==> src/rtl/inj_pkg.sv <==
package inj_pkg;
  localparam int REG_AW = 4;
  localparam int DW     = 32;
  localparam int NFLD   = 6;
  localparam int NSEC   = 2;

  localparam logic [REG_AW-1:0] A_MASK = 4'h6;
  localparam logic [REG_AW-1:0] A_SECT = 4'h7;
  localparam logic [REG_AW-1:0] A_TYPE = 4'h8;
  localparam logic [REG_AW-1:0] A_EN   = 4'h9;

  localparam int T_REPEAT = 0;
  localparam int T_ECC    = 1;
  localparam int T_PAR    = 2;

  function automatic int fw_max(int a, int b, int c, int d, int e, int f);
    int m;
    m = a;
    if (b > m) m = b;
    if (c > m) m = c;
    if (d > m) m = d;
    if (e > m) m = e;
    if (f > m) m = f;
    return m;
  endfunction

  function automatic logic [DW-1:0] low_ones(int w);
    if (w >= DW) return '1;
    return (DW'(1) << w) - DW'(1);
  endfunction
endpackage

==> src/rtl/inj_regs.sv <==
module inj_regs
  import inj_pkg::*;
#(
  parameter int MOD_W  = 2,
  parameter int RANK_W = 2,
  parameter int CH_W   = 2,
  parameter int BANK_W = 3,
  parameter int PAGE_W = 16,
  parameter int COL_W  = 10,
  parameter int SEC_W  = 8,
  parameter int FW_MAX = fw_max(MOD_W, RANK_W, CH_W, BANK_W, PAGE_W, COL_W)
) (
  input  logic              clk,
  input  logic              rst_n,
  input  logic              wr,
  input  logic [REG_AW-1:0] addr,
  input  logic [DW-1:0]     wdata,
  output logic [DW-1:0]     rdata,
  input  logic              fire,
  output logic [FW_MAX-1:0] fld_val [NFLD],
  output logic [NFLD-1:0]   fld_any,
  output logic [SEC_W-1:0]  mask,
  output logic [1:0]        section,
  output logic [2:0]        typ,
  output logic              armed
);
  localparam int FW [NFLD] = '{MOD_W, RANK_W, CH_W, BANK_W, PAGE_W, COL_W};

  logic [FW_MAX-1:0] fld_d [NFLD];
  logic [NFLD-1:0]   any_d;
  logic [SEC_W-1:0]  mask_d;
  logic [1:0]        sect_d;
  logic [2:0]        typ_d;
  logic              armed_d;
  logic              en_wr;

  assign en_wr = wr && (addr == A_EN);

  // next state
  always_comb begin
    for (int i = 0; i < NFLD; i++) begin
      fld_d[i] = fld_val[i];
      any_d[i] = fld_any[i];
      if (wr && (addr == REG_AW'(i))) begin
        fld_d[i] = wdata[FW_MAX-1:0] & low_ones(FW[i])[FW_MAX-1:0];
        any_d[i] = wdata[DW-1];
      end
    end
    mask_d  = mask;
    sect_d  = section;
    typ_d   = typ;
    armed_d = armed;
    if (wr && (addr == A_MASK)) mask_d = wdata[SEC_W-1:0];
    if (wr && (addr == A_SECT)) sect_d = wdata[1:0];
    if (wr && (addr == A_TYPE)) typ_d  = wdata[2:0];
    if (en_wr)                              armed_d = |wdata;
    else if (fire && !typ[T_REPEAT])        armed_d = 1'b0;
  end

  // registers
  always_ff @(posedge clk or negedge rst_n) begin
    if (!rst_n) begin
      for (int i = 0; i < NFLD; i++) fld_val[i] <= '0;
      fld_any <= '1;
      mask    <= '0;
      section <= '0;
      typ     <= '0;
      armed   <= 1'b0;
    end else begin
      for (int i = 0; i < NFLD; i++) fld_val[i] <= fld_d[i];
      fld_any <= any_d;
      mask    <= mask_d;
      section <= sect_d;
      typ     <= typ_d;
      armed   <= armed_d;
    end
  end

  // readback
  always_comb begin
    rdata = '0;
    for (int i = 0; i < NFLD; i++) begin
      if (addr == REG_AW'(i)) begin
        rdata[FW_MAX-1:0] = fld_val[i];
        rdata[DW-1]       = fld_any[i];
      end
    end
    case (addr)
      A_MASK:  rdata[SEC_W-1:0] = mask;
      A_SECT:  rdata[1:0]       = section;
      A_TYPE:  rdata[2:0]       = typ;
      A_EN:    rdata[0]         = armed;
      default: ;
    endcase
  end
endmodule

==> src/rtl/inj_match.sv <==
module inj_match
  import inj_pkg::*;
#(
  parameter int FW_MAX = 16
) (
  input  logic [FW_MAX-1:0] acc_fld [NFLD],
  input  logic [FW_MAX-1:0] fld_val [NFLD],
  input  logic [NFLD-1:0]   fld_any,
  output logic              match_all
);
  logic [NFLD-1:0] eq;

  for (genvar i = 0; i < NFLD; i++) begin : g_fld
    assign eq[i] = fld_any[i] || (acc_fld[i] == fld_val[i]);
  end

  assign match_all = &eq;
endmodule

==> src/rtl/inj_corrupt.sv <==
module inj_corrupt
  import inj_pkg::*;
#(
  parameter int SEC_W = 8
) (
  input  logic                  clk,
  input  logic                  rst_n,
  input  logic                  acc_valid,
  input  logic                  acc_write,
  input  logic [NSEC*SEC_W-1:0] acc_chk,
  input  logic [NSEC-1:0]       acc_par,
  input  logic                  match_all,
  input  logic                  armed,
  input  logic [SEC_W-1:0]      mask,
  input  logic [NSEC-1:0]       section,
  input  logic [2:0]            typ,
  output logic                  fire,
  output logic                  out_valid,
  output logic [NSEC*SEC_W-1:0] out_chk,
  output logic [NSEC-1:0]       out_par,
  output logic                  out_inj
);
  logic [NSEC*SEC_W-1:0] chk_flip;
  logic [NSEC-1:0]       par_flip;
  logic                  has_effect;
  logic                  vld_d, inj_d;
  logic [NSEC*SEC_W-1:0] chk_d;
  logic [NSEC-1:0]       par_d;

  assign has_effect = (typ[T_ECC] || typ[T_PAR]) && (|section);
  assign fire = acc_valid && acc_write && armed && match_all && has_effect;

  for (genvar s = 0; s < NSEC; s++) begin : g_sec
    assign chk_flip[s*SEC_W +: SEC_W] = (section[s] && typ[T_ECC]) ? mask : '0;
    assign par_flip[s]                = section[s] && typ[T_PAR];
  end

  // next state
  always_comb begin
    vld_d = acc_valid;
    inj_d = fire;
    chk_d = fire ? (acc_chk ^ chk_flip) : acc_chk;
    par_d = fire ? (acc_par ^ par_flip) : acc_par;
  end

  // registers
  always_ff @(posedge clk or negedge rst_n) begin
    if (!rst_n) begin
      out_valid <= 1'b0;
      out_inj   <= 1'b0;
      out_chk   <= '0;
      out_par   <= '0;
    end else begin
      out_valid <= vld_d;
      out_inj   <= inj_d;
      out_chk   <= chk_d;
      out_par   <= par_d;
    end
  end
endmodule

==> src/rtl/mem_err_injector.sv <==
module mem_err_injector
  import inj_pkg::*;
#(
  parameter int MOD_W  = 2,
  parameter int RANK_W = 2,
  parameter int CH_W   = 2,
  parameter int BANK_W = 3,
  parameter int PAGE_W = 16,
  parameter int COL_W  = 10,
  parameter int SEC_W  = 8
) (
  input  logic                  clk,
  input  logic                  rst_n,
  input  logic                  reg_wr,
  input  logic [REG_AW-1:0]     reg_addr,
  input  logic [DW-1:0]         reg_wdata,
  output logic [DW-1:0]         reg_rdata,
  input  logic                  acc_valid,
  input  logic                  acc_write,
  input  logic [MOD_W-1:0]      acc_mod,
  input  logic [RANK_W-1:0]     acc_rank,
  input  logic [CH_W-1:0]       acc_chan,
  input  logic [BANK_W-1:0]     acc_bank,
  input  logic [PAGE_W-1:0]     acc_page,
  input  logic [COL_W-1:0]      acc_col,
  input  logic [NSEC*SEC_W-1:0] acc_chk,
  input  logic [NSEC-1:0]       acc_par,
  output logic                  out_valid,
  output logic [NSEC*SEC_W-1:0] out_chk,
  output logic [NSEC-1:0]       out_par,
  output logic                  out_inj
);
  localparam int FW_MAX = fw_max(MOD_W, RANK_W, CH_W, BANK_W, PAGE_W, COL_W);

  logic [1:0]        rst_sync;
  logic              rst_int_n;
  logic [FW_MAX-1:0] acc_fld [NFLD];
  logic [FW_MAX-1:0] fld_val [NFLD];
  logic [NFLD-1:0]   fld_any;
  logic [SEC_W-1:0]  mask_q;
  logic [1:0]        sect_q;
  logic [2:0]        typ_q;
  logic              armed_q;
  logic              match_all;
  logic              fire;

  always_ff @(posedge clk or negedge rst_n) begin
    if (!rst_n) rst_sync <= 2'b00;
    else        rst_sync <= {rst_sync[0], 1'b1};
  end
  assign rst_int_n = rst_sync[1];

  assign acc_fld[0] = FW_MAX'(acc_mod);
  assign acc_fld[1] = FW_MAX'(acc_rank);
  assign acc_fld[2] = FW_MAX'(acc_chan);
  assign acc_fld[3] = FW_MAX'(acc_bank);
  assign acc_fld[4] = FW_MAX'(acc_page);
  assign acc_fld[5] = FW_MAX'(acc_col);

  inj_regs #(
    .MOD_W(MOD_W), .RANK_W(RANK_W), .CH_W(CH_W), .BANK_W(BANK_W),
    .PAGE_W(PAGE_W), .COL_W(COL_W), .SEC_W(SEC_W), .FW_MAX(FW_MAX)
  ) u_regs (
    .clk(clk), .rst_n(rst_int_n), .wr(reg_wr), .addr(reg_addr),
    .wdata(reg_wdata), .rdata(reg_rdata), .fire(fire),
    .fld_val(fld_val), .fld_any(fld_any), .mask(mask_q),
    .section(sect_q), .typ(typ_q), .armed(armed_q)
  );

  inj_match #(.FW_MAX(FW_MAX)) u_match (
    .acc_fld(acc_fld), .fld_val(fld_val), .fld_any(fld_any),
    .match_all(match_all)
  );

  inj_corrupt #(.SEC_W(SEC_W)) u_corrupt (
    .clk(clk), .rst_n(rst_int_n), .acc_valid(acc_valid),
    .acc_write(acc_write), .acc_chk(acc_chk), .acc_par(acc_par),
    .match_all(match_all), .armed(armed_q), .mask(mask_q),
    .section(sect_q), .typ(typ_q), .fire(fire),
    .out_valid(out_valid), .out_chk(out_chk), .out_par(out_par),
    .out_inj(out_inj)
  );
endmodule

==> config.mk <==
export PLATFORM = sky130hd
export DESIGN_NAME = mem_err_injector
export DESIGN_NICKNAME = d
export VERILOG_FILES = /design/src/rtl/inj_pkg.sv /design/src/rtl/inj_regs.sv /design/src/rtl/inj_match.sv /design/src/rtl/inj_corrupt.sv /design/src/rtl/mem_err_injector.sv
export SDC_FILE = /design/constraint.sdc
export NUM_CORES = 1
export LEC_CHECK = 0
export BUFFER_PORTS_ARGS = -buffer_cell sky130_fd_sc_hd__buf_2
export CAP_MARGIN = 10
export CORE_MARGIN = 1
export CORE_UTILIZATION = 54
export DETAILED_ROUTE_END_ITERATION = 8
export GPL_ROUTABILITY_DRIVEN = 0
export GPL_TIMING_DRIVEN = 1
export PLACE_DENSITY = 0.82
export SYNTH_ARGS = -nofsm -noshare
export SYNTH_HDL_FRONTEND = slang
export SYNTH_HIERARCHICAL = 1
export SYNTH_SLANG_ARGS = --single-unit
==> constraint.sdc <==
create_clock -name clk -period 3.3 [get_ports clk]
set_input_delay 0.165 -clock clk [delete_from_list [all_inputs] [get_ports clk]]
set_output_delay 0.165 -clock clk [all_outputs]
set_load 0.05 [all_outputs]
==> impl_metrics.json <==
{
  "vdd_drop_max_v": 0.000257,
  "cts_sinks": 77,
  "synth.top_cells.by_area": "dfrtp_1 (33%), xnor2_1 (19%), buf_4 (12%), mux2_2 (9.3%), nand4_1 (3.1%)",
  "final-seq-area_um2": 1940,
  "synthMuxAreaShare": 0.149,
  "hold_path_class": "input pin to register",
  "synth_top_area_share": 0.333,
  "syn_area_um2": 5330,
  "status": "finished clean",
  "dpl_cell_area_um2": 5980,
  "power.leakage_nw": 2.85,
  "track_usage": 0.248,
  "cts.clk_slew.worst_paths_ns": 0.08,
  "critPathLaunchType": "register",
  "drive_gt1_frac": 0.315,
  "grt-ovfl-total": 0,
  "wl_per_cell_um": 14.7,
  "avgSynthCellArea_um2": 10.7,
  "setup_violations": 0,
  "grt_pass1_vias": 4205,
  "rsz0062_at_grt": "false",
  "yosysUniqueCellTypes": 45,
  "fin_crit_sh": 0.805,
  "nFillCells": 691,
  "end_kind": "register",
  "fmax_mhz": 376,
  "core_area_um2": 9420,
  "grt_pass1_wl_mm": 19.2,
  "place_inst": 802,
  "yosysWarnings": 6,
  "dr.pass1.iters": 5,
  "cp_slowest_stage_delay_ns": 0.55,
  "antenna_found_initial": 0,
  "hold_violations": 0,
  "fin_nets": 797,
  "ys_ff_latch": 77,
  "finClkSkew_ns": 0.00917,
  "finalCriticalPeriod_ns": 2.66,
  "drv_cap": 0,
  "clock_path_buffers": 2,
  "crit_chain": "xnor2_1 -> nand4_1 -> nor4_1 -> o22ai_1 -> nor3_2 -> and4_1 -> buf_4 -> o221a_2 -> inv_1 -> o21ai_0 -> o21ai_0",
  "worstPathArrival_ns": 2.88,
  "worstMarginPinSlew_ns": 0.771,
  "synth-xor-area-share": 0.187,
  "synth_compound_area_frac": 0.0364,
  "cts_tree": "done",
  "synthSimpleGateAreaFrac": 0.129,
  "fin_cells": 837,
  "drcViolationCount": 0,
  "drt_iter0_markers": 199,
  "insertedDiodeCount": 0,
  "dp_hpwl_mm": 9.22,
  "wl_mm": 12.3,
  "relSlewSlack": 0.486,
  "slowest_stage": "nor4_1",
  "design_area_um2": 6420,
  "crit_path_frequent_cell": "o21ai_0",
  "p_per_area_nw_per_um2": 466,
  "vias": 4095,
  "syn_to_final_growth_pct": 20.5,
  "drtAntennaViolNets": 0,
  "vias_per_cell": 4.89,
  "fin_setup_tns_ns": 0,
  "grt_max_degree": 42,
  "report.final.slew_viol_count": 0,
  "worstSkewPairLatency_ns": 0.36,
  "cts_resized": 0,
  "yosysTopAreaCell": "dfrtp_1",
  "ys_seq_area_frac": 0.363,
  "ioPinCount": 146,
  "critical_path_class": "register to register",
  "io_buffers": 130,
  "num_rows": 35,
  "cts_made_buffers": 9,
  "initial_core_util": 0.566,
  "netlist_instances": 498,
  "synth_top_family_by_area": "XOR/XNOR gates",
  "worst-path-max-fanout": 19,
  "synthAdderAreaFrac": 0,
  "cts_htree_levels": 3,
  "die-area_um2": 10300,
  "die_y_um": 101,
  "cp.required_ns": 3.52,
  "clock-root-buffer": "clkbuf_8",
  "multiInputGateArea_um2": 3190,
  "dieWidth_um": 101
}
==> cell usage after synthesis (all sizes together) <==
cell      n
mux4      3
nor2     16
dfrtp    71
nand2     8
nor4b     1
o22ai     3
dfstp     6
o21bai    1
nor4     16
o211a     1
a211o     1
a221oi    1
buf      91
o32ai     1
nor2b     4
nand4    26
and2      8
a21oi     7
nor3b     1
o221a     1
and4      1
a32oi     3
a32o      1
inv       3
nand3b    1
o21ai     8
mux2     54
conb      3
o22a      1
mux2i     8
clkbuf    2
xnor2   114
nor3      5
nand2b    5
nand3    22
==> power breakdown <==
part | internal (W) | switching (W)
Clock | 0.000506 | 0.000359
Sequential | 0.00113 | 0.000179
Combinational | 0.000406 | 0.000417
==> cell type report <==
| class | instances | share of cell area |
|---|---|---|
| clock buffers | 9 | 0.0193 |
| clock inverters | 7 | 0.0193 |
| inverters | 3 | 0.00175 |
| multi-input cells | 460 | 0.497 |
| flip-flops and latches | 77 | 0.301 |
| well taps | 129 | 0.0251 |
| repair buffers | 152 | 0.136 |
==> through the flow <==
step | setup slack [ns] | power [W] | hold WS (ns) | util
floorplan | 1.01 | 0.00196 | -0.131 | -
global route | 0.456 | 0.00313 | 0.0309 | 0.682
global placement | 0.772 | 0.00207 | -0.0491 | 0.635
detailed placement | 0.723 | 0.00211 | -0.0413 | 0.635
CTS | 0.698 | 0.00299 | 0.0269 | 0.682
finish | 0.642 | 0.00299 | 0.0419 | 0.682
==> cell usage in the layout (no fill, tap or decap), types with 2 or more instances in the layout <==
cell type and count:
and2_1 8, nor4_1 14, nor4_2 2, nor3_1 2, mux4_2 3, bufinv_16 3, mux2_2 44, conb_1 138
inv_1 3, nand3_1 21, dlygate4sd3_1 19, a21oi_1 7, clkbuf_8 9, nand2_1 7, dfstp_2 6, nor2b_1 4
mux2i_1 8, o22ai_1 3, xnor2_1 114, clkinv_4 3, buf_4 2, nor3_2 2, dfrtp_1 70, a32oi_1 3
mux2_4 10, nor2_1 15, nand2b_1 5, buf_2 130, o21ai_0 8, nand4_1 26
==> critical path: cells and delay by family (launching register included) <==
kind	cells	cell delay (ns)
simple gates	4	1.01
buf+inv	2	0.26
xor+xnor	1	0.22
flops	1	0.43
compound gates	4	0.59
==> cells by family after synthesis <==
family,after synthesis
xor gates and xnor gates,114
and+or+nand+nor,114
buffers and inverters,96
DFF,77
muxes,65
AOI/OAI and AO/OA,29
other,3
==> routing by layer <==
metal	up-vias	wire length (um)	track usage
met2	167	6490	0.452
li1	1926	-	-
met3	37	676	0.0462
met5	-	0	0
met4	0	430	0.135
met1	1965	4730	0.272
==> worst paths after layout <==
check | to | slack [ns] | start | depth (start not counted)
worst max-delay path | u_regs/armed$_DFFE_PN0P_ | 0.64 | u_regs/fld_val[19]$_DFFE_PN0P_ | 11
max in group asynchronous | u_regs/fld_val[30]$_DFFE_PN0P_ | 2.27 | rst_sync[1]$_DFF_PN0_ | 1
worst max register to register | u_regs/armed$_DFFE_PN0P_ | 0.64 | u_regs/fld_val[19]$_DFFE_PN0P_ | 11
worst min register to register | u_regs/fld_val[49]$_DFFE_PN0P_ | 0.35 | rst_sync[1]$_DFF_PN0_ | 0
min in group asynchronous | rst_sync[0]$_DFF_PN0_ | 0.13 | rst_n | 2
worst min-delay path | u_corrupt/out_chk[6]$_DFF_PN0_ | 0.04 | acc_chk[6] | 2
==> flip-flops by register name, indices dropped and copies added (netlist names) <==
signal               cells
u_regs/armed             1
u_regs/typ               3
u_corrupt/out_inj        1
u_corrupt/out_par        2
u_regs/mask              8
u_regs/fld_any           6
u_corrupt/out_valid      1
u_regs/fld_val          35
u_corrupt/out_chk       16
u_regs/section           2
rst_sync                 2
==> what timing repair did <==
action	4_1_cts	5_1_grt
endpoints found under the hold margin	20	0
hold buffers	19	0
buffers inserted	0	0
Note: power is estimated with default switching activity, not from simulation.
